**config.mk**
```make
export PLATFORM = sky130hd
export DESIGN_NAME = tgt_arb2
export DESIGN_NICKNAME = d
export VERILOG_FILES = /design/src/rtl/arb2_pkg.sv /design/src/rtl/arb2_mode_dec.sv /design/src/rtl/arb2_pick.sv /design/src/rtl/arb2_prio_reg.sv /design/src/rtl/tgt_arb2.sv
export SDC_FILE = /design/constraint.sdc
export NUM_CORES = 1
export LEC_CHECK = 0
export BUFFER_PORTS_ARGS = -buffer_cell sky130_fd_sc_hd__buf_2
export CORE_AREA = 2 2 39 41
export DETAILED_ROUTE_END_ITERATION = 10
export DIE_AREA = 0 0 41 43
export SETUP_SLACK_MARGIN = 0.15
export SYNTH_ARGS = -nofsm -noshare
export SYNTH_HDL_FRONTEND = slang
export SYNTH_SLANG_ARGS = --single-unit
```
**constraint.sdc**
```tcl
create_clock -name clk -period 1 [get_ports clk]
set_input_delay 0.15 -clock clk [delete_from_list [all_inputs] [get_ports clk]]
set_output_delay 0.15 -clock clk [all_outputs]
set_load 0.01 [all_outputs]
```
**src/rtl/arb2_pkg.sv**
```systemverilog
package arb2_pkg;
  localparam int MODE_W  = 2;
  localparam int N_REQ   = 2;
  localparam int IDX_A   = 0;
  localparam int IDX_B   = 1;
  localparam logic [MODE_W-1:0] MODE_TOGGLE = 2'b01;
  typedef logic [N_REQ-1:0] grant_t;
endpackage

```
**src/rtl/arb2_mode_dec.sv**
```systemverilog
module arb2_mode_dec
  import arb2_pkg::*;
(
  input  logic [MODE_W-1:0] mode,
  output logic              toggle
);
  // Only the toggle code selects rotation; all other codes behave as fixed.
  always_comb toggle = (mode == MODE_TOGGLE);
endmodule

```
**src/rtl/arb2_pick.sv**
```systemverilog
module arb2_pick (
  input  logic req_a,
  input  logic req_b,
  input  logic hi_b,
  input  logic toggle,
  output logic win_a,
  output logic win_b
);
  logic b_first;
  always_comb begin
    b_first = toggle ? hi_b : 1'b1;
    win_b   = req_b & (~req_a | b_first);
    win_a   = req_a & (~req_b | ~b_first);
  end
endmodule

```
**src/rtl/arb2_prio_reg.sv**
```systemverilog
module arb2_prio_reg (
  input  logic clk,
  input  logic rst_n,
  input  logic accept,
  input  logic toggle,
  input  logic win_a,
  output logic hi_b
);
  always_ff @(posedge clk) begin
    if (!rst_n)
      hi_b <= 1'b1;
    else if (accept && toggle)
      hi_b <= win_a;  // the accepted side becomes the lower priority
  end


  fixed_keeps_state_chk: assert property (@(posedge clk) disable iff (!rst_n)
    (accept && !toggle) |=> $stable(hi_b));
endmodule

```
**src/rtl/tgt_arb2.sv**
```systemverilog
module tgt_arb2
  import arb2_pkg::*;
(
  input  logic              clk,
  input  logic              rst_n,
  input  logic              req_a,
  input  logic              req_b,
  input  logic [MODE_W-1:0] prio_mode,
  input  logic              tgt_done,
  output logic [N_REQ-1:0]  grant
);
  logic   toggle, hi_b, win_a, win_b, idle, accept;
  grant_t grant_q;

  arb2_mode_dec u_dec (.mode(prio_mode), .toggle(toggle));

  arb2_pick u_pick (
    .req_a(req_a), .req_b(req_b), .hi_b(hi_b), .toggle(toggle),
    .win_a(win_a), .win_b(win_b)
  );

  always_comb begin
    idle   = (grant_q == '0);
    accept = idle && (req_a || req_b);
  end

  arb2_prio_reg u_prio (
    .clk(clk), .rst_n(rst_n), .accept(accept), .toggle(toggle),
    .win_a(win_a), .hi_b(hi_b)
  );

  always_ff @(posedge clk) begin
    if (!rst_n)
      grant_q <= '0;
    else if (!idle) begin
      if (tgt_done) grant_q <= '0;
    end else begin
      grant_q[IDX_A] <= win_a;
      grant_q[IDX_B] <= win_b;
    end
  end

  assign grant = grant_q;


  grant_onehot_chk: assert property (@(posedge clk) disable iff (!rst_n)
    $onehot0(grant));

  no_req_no_grant_chk: assert property (@(posedge clk) disable iff (!rst_n)
    (grant == 2'b00 && !req_a && !req_b) |=> grant == 2'b00);

  grant_hold_chk: assert property (@(posedge clk) disable iff (!rst_n)
    (grant != 2'b00 && !tgt_done) |=> $stable(grant));

  grant_release_chk: assert property (@(posedge clk) disable iff (!rst_n)
    (grant != 2'b00 && tgt_done) |=> grant == 2'b00);

  fixed_b_wins_chk: assert property (@(posedge clk) disable iff (!rst_n)
    (grant == 2'b00 && req_a && req_b && prio_mode != 2'b01) |=> grant == 2'b10);

  lone_a_chk: assert property (@(posedge clk) disable iff (!rst_n)
    (grant == 2'b00 && req_a && !req_b) |=> grant == 2'b01);

  lone_b_chk: assert property (@(posedge clk) disable iff (!rst_n)
    (grant == 2'b00 && !req_a && req_b) |=> grant == 2'b10);
endmodule

```
# Word-level counts from Yosys, hierarchy flattened
# Cells that the tools add are included.
[word_totals] latchBits=0 mem_bits_rw=0 wordCells=18 register_bits=3 memories=0 input_bits=7 romBits=0 out_inout_bits=2
[classes] n_reduce_logical=5 shift=0 div_mod_pow=0 eq_ne=1 muxes=3 magnitude_cmp=0 bitwise=7 multipliers=0 add_sub_neg=0
[ops] operator="2-bit 2-to-1 mux" n=2
[ops] operator="1-bit NOT" n=3
[ops] operator="1-bit AND" n=2
[ops] operator="2-bit by 1-bit == test with 1-bit output, second input constant" n=1
[ops] operator="1-bit logical AND" n=2
[ops] operator="2-bit zero test" n=1
[ops] operator="1-bit OR" n=2
[ops] operator="2-bit nonzero test" n=1
[ops] operator="1-bit logical OR" n=1
[ops] operator="1-bit 2-to-1 mux" n=1

# Depth between registers and ports, before layout
# Gate-level depths: netlist (run 1).
[logic_depth] depth_word=6 ltp_mapped=3 mapped_depth_nobuf=3

# Modules after synthesis
# A second synthesis (run 1) with hierarchy kept.
[hier_totals] cells_unflattened=19 hier_area_um2=172.7
[modules_own_cells] mod="tgt_arb2" cells_each=10 n_inst=1 seq_area_each_um2=40.0 area_per_inst_um2=86.3
[modules_own_cells] mod="arb2_prio_reg" cells_each=4 n_inst=1 seq_area_each_um2=20.0 area_per_inst_um2=42.5
[modules_own_cells] mod="arb2_pick" cells_each=4 n_inst=1 seq_area_each_um2=0.0 area_per_inst_um2=30.0
[modules_own_cells] mod="arb2_mode_dec" cells_each=1 n_inst=1 seq_area_each_um2=0.0 area_per_inst_um2=13.8

# Least setup slack after synthesis (run 1)
# No wires, ideal clock.
[synth_path] kind="reg2reg" start="register grant_q[0], in the netlist grant[0]" end="register u_prio.hi_b" setup_time_ps=116 required_time_ps=884 path_stages_with_launch=4 period_less_slack_ps=910 n_path_buf=0 arrival_time_ps=794 setup_slack_ps=90 path_cell_list="dfxtp_1 -> nor2_1 -> and4_2 -> o21ai_1"
[synth_via] elab_chain_cells=3
[synth_rtl] element="start, declared" line="tgt_arb2.sv:13" rtl="grant_t grant_q;"
[synth_rtl] element="start signal, assigned by index" line="tgt_arb2.sv:38" rtl="grant_q[IDX_A] <= win_a;"
[synth_rtl] element="start signal, assigned by index" line="tgt_arb2.sv:39" rtl="grant_q[IDX_B] <= win_b;"
[synth_rtl] element="2-bit zero test" line="tgt_arb2.sv:23" rtl="idle = (grant_q == '0);"
[synth_rtl] element="1-bit logical AND" line="tgt_arb2.sv:24" rtl="accept = idle && (req_a || req_b);"
[synth_rtl] element="1-bit logical AND" line="arb2_prio_reg.sv:12" rtl="else if (accept && toggle)"
[synth_rtl] element="end signal, assigned" line="arb2_prio_reg.sv:13" rtl="hi_b <= win_a;"
[synth_rtl] element="end, declared" line="arb2_prio_reg.sv:7" rtl="output logic hi_b"
# Every way passes these cells.
# A chain may end at the register's enable or synchronous reset.

# Worst setup path in the final report (run 1)
[layout_path] start="register grant_q[1], in the netlist grant[1]" end="register u_prio.hi_b"
# Same word-level chain as after synthesis.

==> results.ini, run 1 <==
[place]
dp_slack_ns = 0.141
placed_area_sq_um = 223
gp_congestion = 0.646
post-place-cells = 40
port_buffers = 8
dpl.hpwl_um = 270

[floorplan]
start_util_pct = 10.9
coreArea_sq_um = 1380
io_pins = 9
fp-row-count = 14
die_area_sq_um = 1760
die_h_um = 43
die_x_um = 41

[cts]
cts_sinks = 3
cts_tree = done
cts-root-buf = clkbuf_4
numCtsBuffers = 3
clock_path_buffers = 2
ctsHoldBuffers = 0
h-tree-depth = 1
postCtsSetupBuffers = 0
clk_pin_slew_ns = 0.04
clkLatencyLatePin_ns = 0.23

[synthesis]
avgSynthCellArea_sq_um = 9.46
yosysTopAreaCell = dfxtp_1
ys_seq_area_share_pct = 39.7
post_synth_num_cell_types = 14
yosys.area.top_type_share_pct = 39.7
yosysWarnings = 0
yosys_register_bits = 3
synthesis.nets = 23
synth_area_leaders = dfxtp_1 (40%), nor3b_2 (8.3%), a41o_1 (6.6%), and4_2 (6.6%), and3b_1 (5.8%)
synth_area_sq_um = 151
netlist_instances = 16

[route]
drtPass1Iterations = 2
vias = 156
ant_nets = 0
drc = 0
avgRoutedWirePerCell_um = 8.14
via_per_inst = 3.55
drtIter0Drc = 2
wl_um = 358

[sta]
fin_ws_ns = 0.138
max_freq_ghz = 1.16
setup_viol = 0
max_slew.worst_pin.slew_ns = 0.162
skew_ns = 0.00355
setup_tns_ns = 0
relSlewSlack_pct = 89.1
period_minus_slack_ns = 0.862
hold_violations = 0
rsz0062_at_grt = yes
finalCritPeriodShare_pct = 86.2
drv_slew = 0

[worst_setup_path]
crit_fanout = 4
rr_startpoint = grant[1]
crit_start = grant[1]
critPathArrivalTime_ns = 0.97
reg2reg_to = u_prio.hi_b
rrSetupSlack_ns = 0.14
end_kind = flip-flop
crit_end = u_prio.hi_b
path_class = reg2reg
crit_path_start_kind = flip-flop
r2r_cells = 3
critical_path_required_ns = 1.11

[layout]
final_layout_size_suffix_gt1_share_pct = 60.7
fin_nets = 36
num_antenna_cells = 0
final_cells = 44
area_growth_pct = 76.9
stdcell_area_sq_um = 268

[grt]
grt_pass1_vias = 147
overflow = 0
grt_max_degree = 5
grt_antenna_before_repair = 0
track_usage_pct = 5.11
grt_pass1_wl_um = 558

[run_status]
status = completed

[job]
cap_viol_max_count = 0

[power_and_ir_drop]
leakagePower_uw = 0.000118
power_uw = 406
powerDensity_nw_per_um2 = 1520
peakVddDrop_mv = 0.854

[min_path]
hp-class = in2reg

[layout by cell type (no fill, tap or decap)]
cell and n:
dfxtp_4 2, nor3b_2 1, o21ai_1 1, nor2_4 1, nand2b_1 1, buf_2 6, and3b_1 1, inv_1 1
dfxtp_2 1, nand2_1 1, clkbuf_4 3, o211ai_1 1, a21boi_1 1, nor2b_1 1, clkbuf_1 1, a31oi_1 1
a41o_1 1, buf_6 2, and4_4 1
[Yosys cell counts]
| library cell | number |
|---|---|
| nor2_1 | 1 |
| nor3b_2 | 1 |
| nand2b_1 | 1 |
| dfxtp_1 | 3 |
| o21ai_1 | 1 |
| a41o_1 | 1 |
| nand2_1 | 1 |
| and3b_1 | 1 |
| inv_1 | 1 |
| and4_2 | 1 |
| nor2b_1 | 1 |
| a31oi_1 | 1 |
| o211ai_1 | 1 |
| a21boi_1 | 1 |
[what timing repair did]
| item | 4_1_cts | 5_1_grt |
|---|---|---|
| gates resized for setup | 5 | 0 |
| endpoints found under the setup margin | 5 | 5 |
| pin swaps | 4 | 1 |
[cell families after synthesis]
| logic type | count (synthesis) | synth area share [%] |
|---|---|---|
| simple gates | 7 | 33.9 |
| flops | 3 | 39.7 |
| compound gates | 5 | 24.0 |
| buf+inv | 1 | 2.48 |
[flip-flops by register name, indices dropped and copies added (netlist names)]
| register | flops |
|---|---|
| grant | 2 |
| u_prio.hi_b | 1 |
[cell type report]
class	count	area, sq um
inverter	1	3.75
multi-input combinational	12	96.3
sequential	3	68.8
timing repair buffer	8	52.6
tap	16	20.0
fill	144	1120
clock buffer	4	26.3
[worst min-delay path by stage]
stage / start / to / slack [ns] / cells after the start
after floorplan: rst_n / u_prio.hi_b / 0.23 / 1
after global placement: rst_n / u_prio.hi_b / 0.37 / 2
after global routing: rst_n / u_prio.hi_b / 0.15 / 2
after CTS: rst_n / u_prio.hi_b / 0.14 / 2
after detailed placement: rst_n / u_prio.hi_b / 0.38 / 2
final: rst_n / u_prio.hi_b / 0.15 / 2
[critical path: stages, from the launching register on]
cell,delay [ns]
dfxtp_4,0.35
nor2_4,0.13
and4_4,0.21
o21ai_1,0.05
[stage by stage]
step	hold slack [ns]	utilization, %
floorplan	0.230	-
global placement	0.373	16.1
detailed placement	0.376	16.1
CTS	0.139	19.3
finish	0.146	19.3
global route	0.150	19.3
[layer usage]
metal / part of all wire (%) / GRT usage (%) / wire [um] / vias to the layer above
met5: 0 / 0 / 0 / -
met4: 0 / 6.00 / 0 / 0
met3: 4.5 / 3.14 / 16 / 0
met2: 42 / 4.38 / 150 / 4
met1: 53 / 7.03 / 191 / 68
li1: - / - / - / 84
[power by group]
part           total, uW  internal, uW  leakage [uW]  switching [uW]
clock network        203           149     0.0000150            54.1
logic               62.8          37.5     0.0000779            25.3
registers            140           129     0.0000256            11.0
No activity file was read; power rests on OpenSTA's default activity.
==> run 2: changes to the inputs <==
Settings changed: PLACE_DENSITY set to 0.35.
==> results.ini, run 2 (synthesis gave the netlist of run 1 again) <==
[run_status]
status = completed

[sta]
finalCritPeriodShare_pct = 88.9  ; +2.7 points
hold_violations = 0  ; unchanged
drv_slew = 0  ; unchanged
max_freq_ghz = 1.12  ; -3.1%
rsz0062_at_grt = yes
period_minus_slack_ns = 0.889  ; +0.0274 ns
setup_viol = 0  ; unchanged
max_slew.worst_pin.slew_ns = 0.202  ; +0.0394 ns
setup_tns_ns = 0  ; unchanged
relSlewSlack_pct = 86.5  ; -2.6 points
skew_ns = 0.00136  ; -0.00219 ns

[route]
vias = 155  ; -0.64%
drtPass1Iterations = 1  ; -1
ant_nets = 0  ; unchanged
drc = 0  ; unchanged
wl_um = 393  ; +9.8%
via_per_inst = 3.52  ; -0.64%
drtIter0Drc = 0  ; -2
avgRoutedWirePerCell_um = 8.93  ; +9.8%

[floorplan]
die_x_um = 41  ; unchanged
start_util_pct = 10.9  ; unchanged
io_pins = 9  ; unchanged
die_area_sq_um = 1760  ; unchanged
die_h_um = 43  ; unchanged
fp-row-count = 14  ; unchanged
coreArea_sq_um = 1380  ; unchanged

[cts]
cts_tree = done
cts_sinks = 3  ; unchanged
clk_pin_slew_ns = 0.04  ; about the same
clkLatencyLatePin_ns = 0.23  ; about the same
numCtsBuffers = 3  ; unchanged
cts-root-buf = clkbuf_4
h-tree-depth = 1  ; unchanged
clock_path_buffers = 2  ; unchanged
postCtsSetupBuffers = 0  ; unchanged
ctsHoldBuffers = 0  ; unchanged

[worst_setup_path]
critical_path_required_ns = 1.12  ; about the same
cpPeakStageDelay_ns = 0.33  ; -0.02 ns
critPathSlowestCell = dfxtp_2
crit_chain = nor3b_4 -> nand2_1 -> a41o_1
path_class = reg2reg
end_kind = flip-flop
crit_start = u_prio.hi_b
cp_top_family = flip-flops
crit_path_start_kind = flip-flop
crit_fanout = 3  ; -1
crit_buf_inv = 0  ; unchanged
rr_startpoint = u_prio.hi_b
critPathArrivalTime_ns = 1.01  ; +0.04 ns

[job]
cap_viol_max_count = 0  ; unchanged

[min_path]
holdCritStartpoint = rst_n
hp-class = in2reg

[layout]
fin_nets = 36  ; unchanged
final_layout_size_suffix_gt1_share_pct = 60.7  ; unchanged
regArea_sq_um = 66.3  ; -3.6%
stdcell_area_sq_um = 270  ; +0.93%
num_antenna_cells = 0  ; unchanged
largest_register_ffs = 2  ; unchanged
fill_cells = 150  ; +4.2%
layout_commonest_cell = buf_2
multi_input_area_sq_um = 101  ; +5.2%
final_cell_mix = buf_2 (6), clkbuf_4 (3), dfxtp_2 (2), buf_6 (2)
area_growth_pct = 78.5

[power_and_ir_drop]
pwr-share-comb_pct = 15.2  ; -0.3 points
p_sw_share_pct = 23.4  ; +1.1 points
leakagePower_uw = 0.000122  ; +3.2%
peakVddDrop_mv = 0.607  ; -29%
power_frac_seq_pct = 34.3  ; -0.2 points
p_int_uw = 317  ; +0.37%
powerDensity_nw_per_um2 = 1530  ; +0.87%
clockPowerShare_pct = 50.5  ; +0.5 points
switching_power_uw = 96.6  ; +6.9%

[place]
gp_congestion = 0.647  ; +0.20%
port_buffers = 8  ; unchanged
placed_area_sq_um = 223  ; unchanged
dpl.hpwl_um = 298  ; +10%

[grt]
grt_antenna_before_repair = 0  ; unchanged
overflow = 0  ; unchanged
grt_pass1_vias = 161  ; +9.5%
grt_max_degree = 5  ; unchanged
track_usage_pct = 5.72  ; +0.61 points
grt_pass1_wl_um = 621  ; +11%

## run 2: changes by cell type in the layout (fill, tap and decap cells not counted)
| cell | previous run | this run |
|---|---|---|
| dfxtp_4 | 2 | 1 |
| nor3b_4 | 0 | 1 |
| dfxtp_2 | 1 | 2 |
| and4_4 | 1 | 0 |
| nor3b_2 | 1 | 0 |
| and4_2 | 0 | 1 |
## run 2: final cells by class
cell class                 instances  area share (%)
multi-input combinational         12            37.5
timing repair buffer               8            19.4
sequential                         3            24.5
tap                               16            7.41
clock buffer                       4            9.72
inverter                           1            1.39
## run 2: power by group through the flow
| stage | Combinational (uW) | Clock, uW | Sequential (uW) |
|---|---|---|---|
| finish | 62.7 | 209 | 142 |
| floorplan | 25.0 | 0 | 144 |
| global placement | 52.5 | 0 | 141 |
| detailed placement | 53.7 | 0 | 142 |
| global route | 68.7 | 229 | 143 |
| CTS | 61.3 | 224 | 141 |
## run 2: metrics by stage
step / hold WS, ns / total power, uW / worst slack [ns] / util (%) / instances
finish: 0.126 / 413 / 0.111 / 19.5 / 44
detailed placement: 0.362 / 196 / 0.114 / 16.1 / 40
floorplan: 0.230 / 169 / 0.165 / - / 16
global route: 0.142 / 441 / 0.0696 / 19.5 / 44
CTS: 0.115 / 427 / 0.106 / 19.1 / 44
global placement: 0.361 / 194 / 0.153 / 16.1 / 40
## run 2: worst paths after layout
path / endpoint / slack (ns) / cells past startpoint
worst min-delay path: u_prio.hi_b / 0.13 / 2
worst max register to register: grant[1] / 0.11 / 3
worst min register to register: grant[0] / 0.50 / 2
worst max-delay path: grant[1] / 0.11 / 3
## run 2: layer usage
metal	up-vias	wire length, um	GRT usage (%)
met5	-	0	0
met4	0	0	6.00
met3	0	50	3.14
met2	9	127	5.63
met1	63	215	7.72
li1	83	-	-
## run 2: worst register-to-register path, cell delays in order (launching register included)
cell and delay (ns):
dfxtp_2 0.33, nor3b_4 0.19, nand2_1 0.08, a41o_1 0.18
## run 2: timing repair
| action | CTS | global route |
|---|---|---|
| gates resized for setup | 3 | 1 |
| pin swaps | 0 | 2 |
| endpoints found under the setup margin | 5 | 5 |
==> run 3: changes to the inputs <==
Settings changed: ABC_AREA set to 1, PLACE_DENSITY 0.35 to 0.36, SLEW_MARGIN set to 15.
==> results.ini, run 3 <==
[synthesis]
synthesis.nets = 32  ; +39%
ys_async_sr_fraction_pct = 0  ; unchanged
synth_area_sq_um = 158  ; +4.1%
synth_edf_count = 0  ; unchanged
yosys.area.top_type_share_pct = 38.1  ; -1.6 points
avgSynthCellArea_sq_um = 6.31  ; -33%
yosysTopAreaCell = dfxtp_1
post_synth_num_cell_types = 10  ; -4
yosysWarnings = 0  ; unchanged
yosys_register_bits = 3  ; unchanged
ys_seq_area_share_pct = 38.1  ; -1.6 points
synth_area_leaders = dfxtp_1 (38%), nand2_1 (17%), inv_1 (9.5%), nor2_1 (9.5%), nand3_1 (6.3%)
yosysMostFrequentCell = nand2_1
netlist_instances = 25  ; +9
synth_commonest_cells = nand2_1 (7), inv_1 (4), nor2_1 (4), dfxtp_1 (3), nand3_1 (2)
synth_flop_cell = dfxtp_1

[cts]
clock_path_buffers = 2  ; unchanged
cts_tree = done
postCtsSetupBuffers = 0  ; unchanged
cts_sinks = 3  ; unchanged
ctsHoldBuffers = 0  ; unchanged
h-tree-depth = 1  ; unchanged
clk_pin_slew_ns = 0.03  ; about the same
cts-root-buf = clkbuf_4
numCtsBuffers = 3  ; unchanged
clkLatencyLatePin_ns = 0.23  ; about the same

[power_and_ir_drop]
leakagePower_uw = 0.000131  ; +6.9%
p_sw_share_pct = 23.2  ; -0.16 points
powerDensity_nw_per_um2 = 1540  ; +0.81%
pwr-share-comb_pct = 15.3  ; about the same
power_frac_seq_pct = 34.4  ; about the same
peakVddDrop_mv = 0.419  ; -31%
p_int_uw = 311  ; -1.8%
switching_power_uw = 94.0  ; -2.7%
clockPowerShare_pct = 50.4  ; about the same

[sta]
max_slew.worst_pin.slew_ns = 0.131  ; -0.0705 ns
setup_tns_ns = 0  ; unchanged
rsz0062_at_grt = yes
relSlewSlack_pct = 91.2  ; +4.7 points
drv_slew = 0  ; unchanged
finalCritPeriodShare_pct = 86.6  ; -2.3 points
fin_ws_ns = 0.134  ; +0.0229 ns
setup_viol = 0  ; unchanged
max_freq_ghz = 1.15  ; +2.6%
skew_ns = 0.000549  ; -0.000812 ns
hold_violations = 0  ; unchanged
period_minus_slack_ns = 0.866  ; -0.0229 ns

[route]
wl_um = 340  ; -13%
ant_nets = 0  ; unchanged
drtPass1Iterations = 2  ; +1
drtIter0Drc = 1  ; +1
drc = 0  ; unchanged
vias = 178  ; +15%
avgRoutedWirePerCell_um = 6.42  ; -28%
via_per_inst = 3.36  ; -4.7%

[place]
dp_slack_ns = 0.134  ; +0.0200 ns
gp_congestion = 0.645  ; -0.37%
placed_area_sq_um = 218  ; -2.2%
port_buffers = 8  ; unchanged
dpl.hpwl_um = 298  ; +0.10%
post-place-cells = 49  ; +23%

[worst_setup_path]
path_depth = 1  ; -2
crit_path_start_kind = flip-flop
reg2reg_to = u_prio.hi_b
path_class = reg2out
cp_top_family = flip-flops
rr_startpoint = grant[0]
r2r_cells = 4  ; +1
crit_end = grant[0]
critPathArrivalTime_ns = 0.72  ; -0.29 ns
rrSetupSlack_ns = 0.17  ; +0.06 ns
crit_chain = buf_2
cpPeakStageDelay_ns = 0.35  ; +0.02 ns
crit_start = grant[0]
crit_buf_inv = 1  ; +1
critical_path_required_ns = 0.85  ; -0.27 ns
end_kind = primary output
crit_fanout = 3  ; unchanged
critPathSlowestCell = dfxtp_2

[layout]
final_cell_mix = buf_2 (7), nand2_1 (6), inv_1 (4), nor2_1 (4), clkbuf_4 (3)
final_cells = 53  ; +20%
area_growth_pct = 66.7
stdcell_area_sq_um = 263  ; -2.8%
largest_register_ffs = 2  ; unchanged
final_layout_size_suffix_gt1_share_pct = 43.2  ; -17 points
fin_nets = 45  ; +25%
num_antenna_cells = 0  ; unchanged
layout_commonest_cell = buf_2
fill_cells = 165  ; +10%

[grt]
grt_pass1_wl_um = 489  ; -21%
grt_antenna_before_repair = 0  ; unchanged
track_usage_pct = 4.90  ; -0.82 points
overflow = 0  ; unchanged
grt_max_degree = 4  ; -1
grt_pass1_vias = 146  ; -9.3%

[floorplan]
io_pins = 9  ; unchanged
die_h_um = 43  ; unchanged
fp-row-count = 14  ; unchanged
die_x_um = 41  ; unchanged
start_util_pct = 11.4  ; +0.45 points
die_area_sq_um = 1760  ; unchanged
coreArea_sq_um = 1380  ; unchanged

[run_status]
status = completed

[job]
cap_viol_max_count = 0  ; unchanged

[min_path]
hp-class = in2reg

## run 3: cell count changes in the layout (fill, tap and decap cells not counted), moves of 2 or more
cell / delta
nand3_1: +2
nand2_1: +5
nor2_1: +4
inv_1: +3
## run 3: how the worst min path moves through the flow
stage / depth (start not counted) / slack (ns) / from / endpoint
6_report: 2 / 0.12 / rst_n / u_prio.hi_b
5_1_grt: 2 / 0.14 / rst_n / u_prio.hi_b
4_1_cts: 2 / 0.12 / rst_n / u_prio.hi_b
3_5_place_dp: 2 / 0.36 / rst_n / u_prio.hi_b
3_3_place_gp: 2 / 0.36 / rst_n / u_prio.hi_b
2_1_floorplan: 1 / 0.23 / rst_n / u_prio.hi_b
## run 3: cell type report
class,instances,area (sq um),area share (%)
multi-input combinational,18,90.1,34.3
inverter,4,15.0,5.71
clock buffer,4,26.3,10.0
sequential,3,65.1,24.8
timing repair buffer,8,46.3,17.6
tap,16,20.0,7.62
## run 3: kinds of logic after synthesis
kind of cell    after synthesis  share of synthesized area [%]
simple gates                 15                           40.5
compound gates                3                           11.9
buf+inv                       4                           9.52
flops                         3                           38.1
## run 3: metal layers
layer	vias to the layer above	share of wire (%)	track usage (%)	routed length [um]
li1	102	-	-	-
met1	70	44	5.10	149
met2	6	44	4.69	150
met3	0	12	6.28	40
met4	0	0	4.00	0
met5	-	0	0	0
## run 3: power groups by stage
stage | clock, uW | combinational (uW) | sequential [uW]
6_report | 204 | 61.8 | 139
5_1_grt | 223 | 71.1 | 140
4_1_cts | 215 | 57.4 | 137
3_5_place_dp | 0 | 56.9 | 138
3_3_place_gp | 0 | 57.2 | 138
2_1_floorplan | 0 | 30.0 | 140
## run 3: timing repair
action | 4_1_cts | 5_1_grt
pin swaps | 0 | 1
resized for setup | 2 | 4
setup endpoints to repair | 3 | 4
## run 3: stage by stage
stage / utilization (%) / power (uW) / hold WS, ns
2_1_floorplan: - / 170 / 0.235
3_3_place_gp: 15.7 / 195 / 0.365
3_5_place_dp: 15.7 / 195 / 0.357
4_1_cts: 17.8 / 410 / 0.116
5_1_grt: 19.0 / 435 / 0.140
6_report: 19.0 / 405 / 0.123
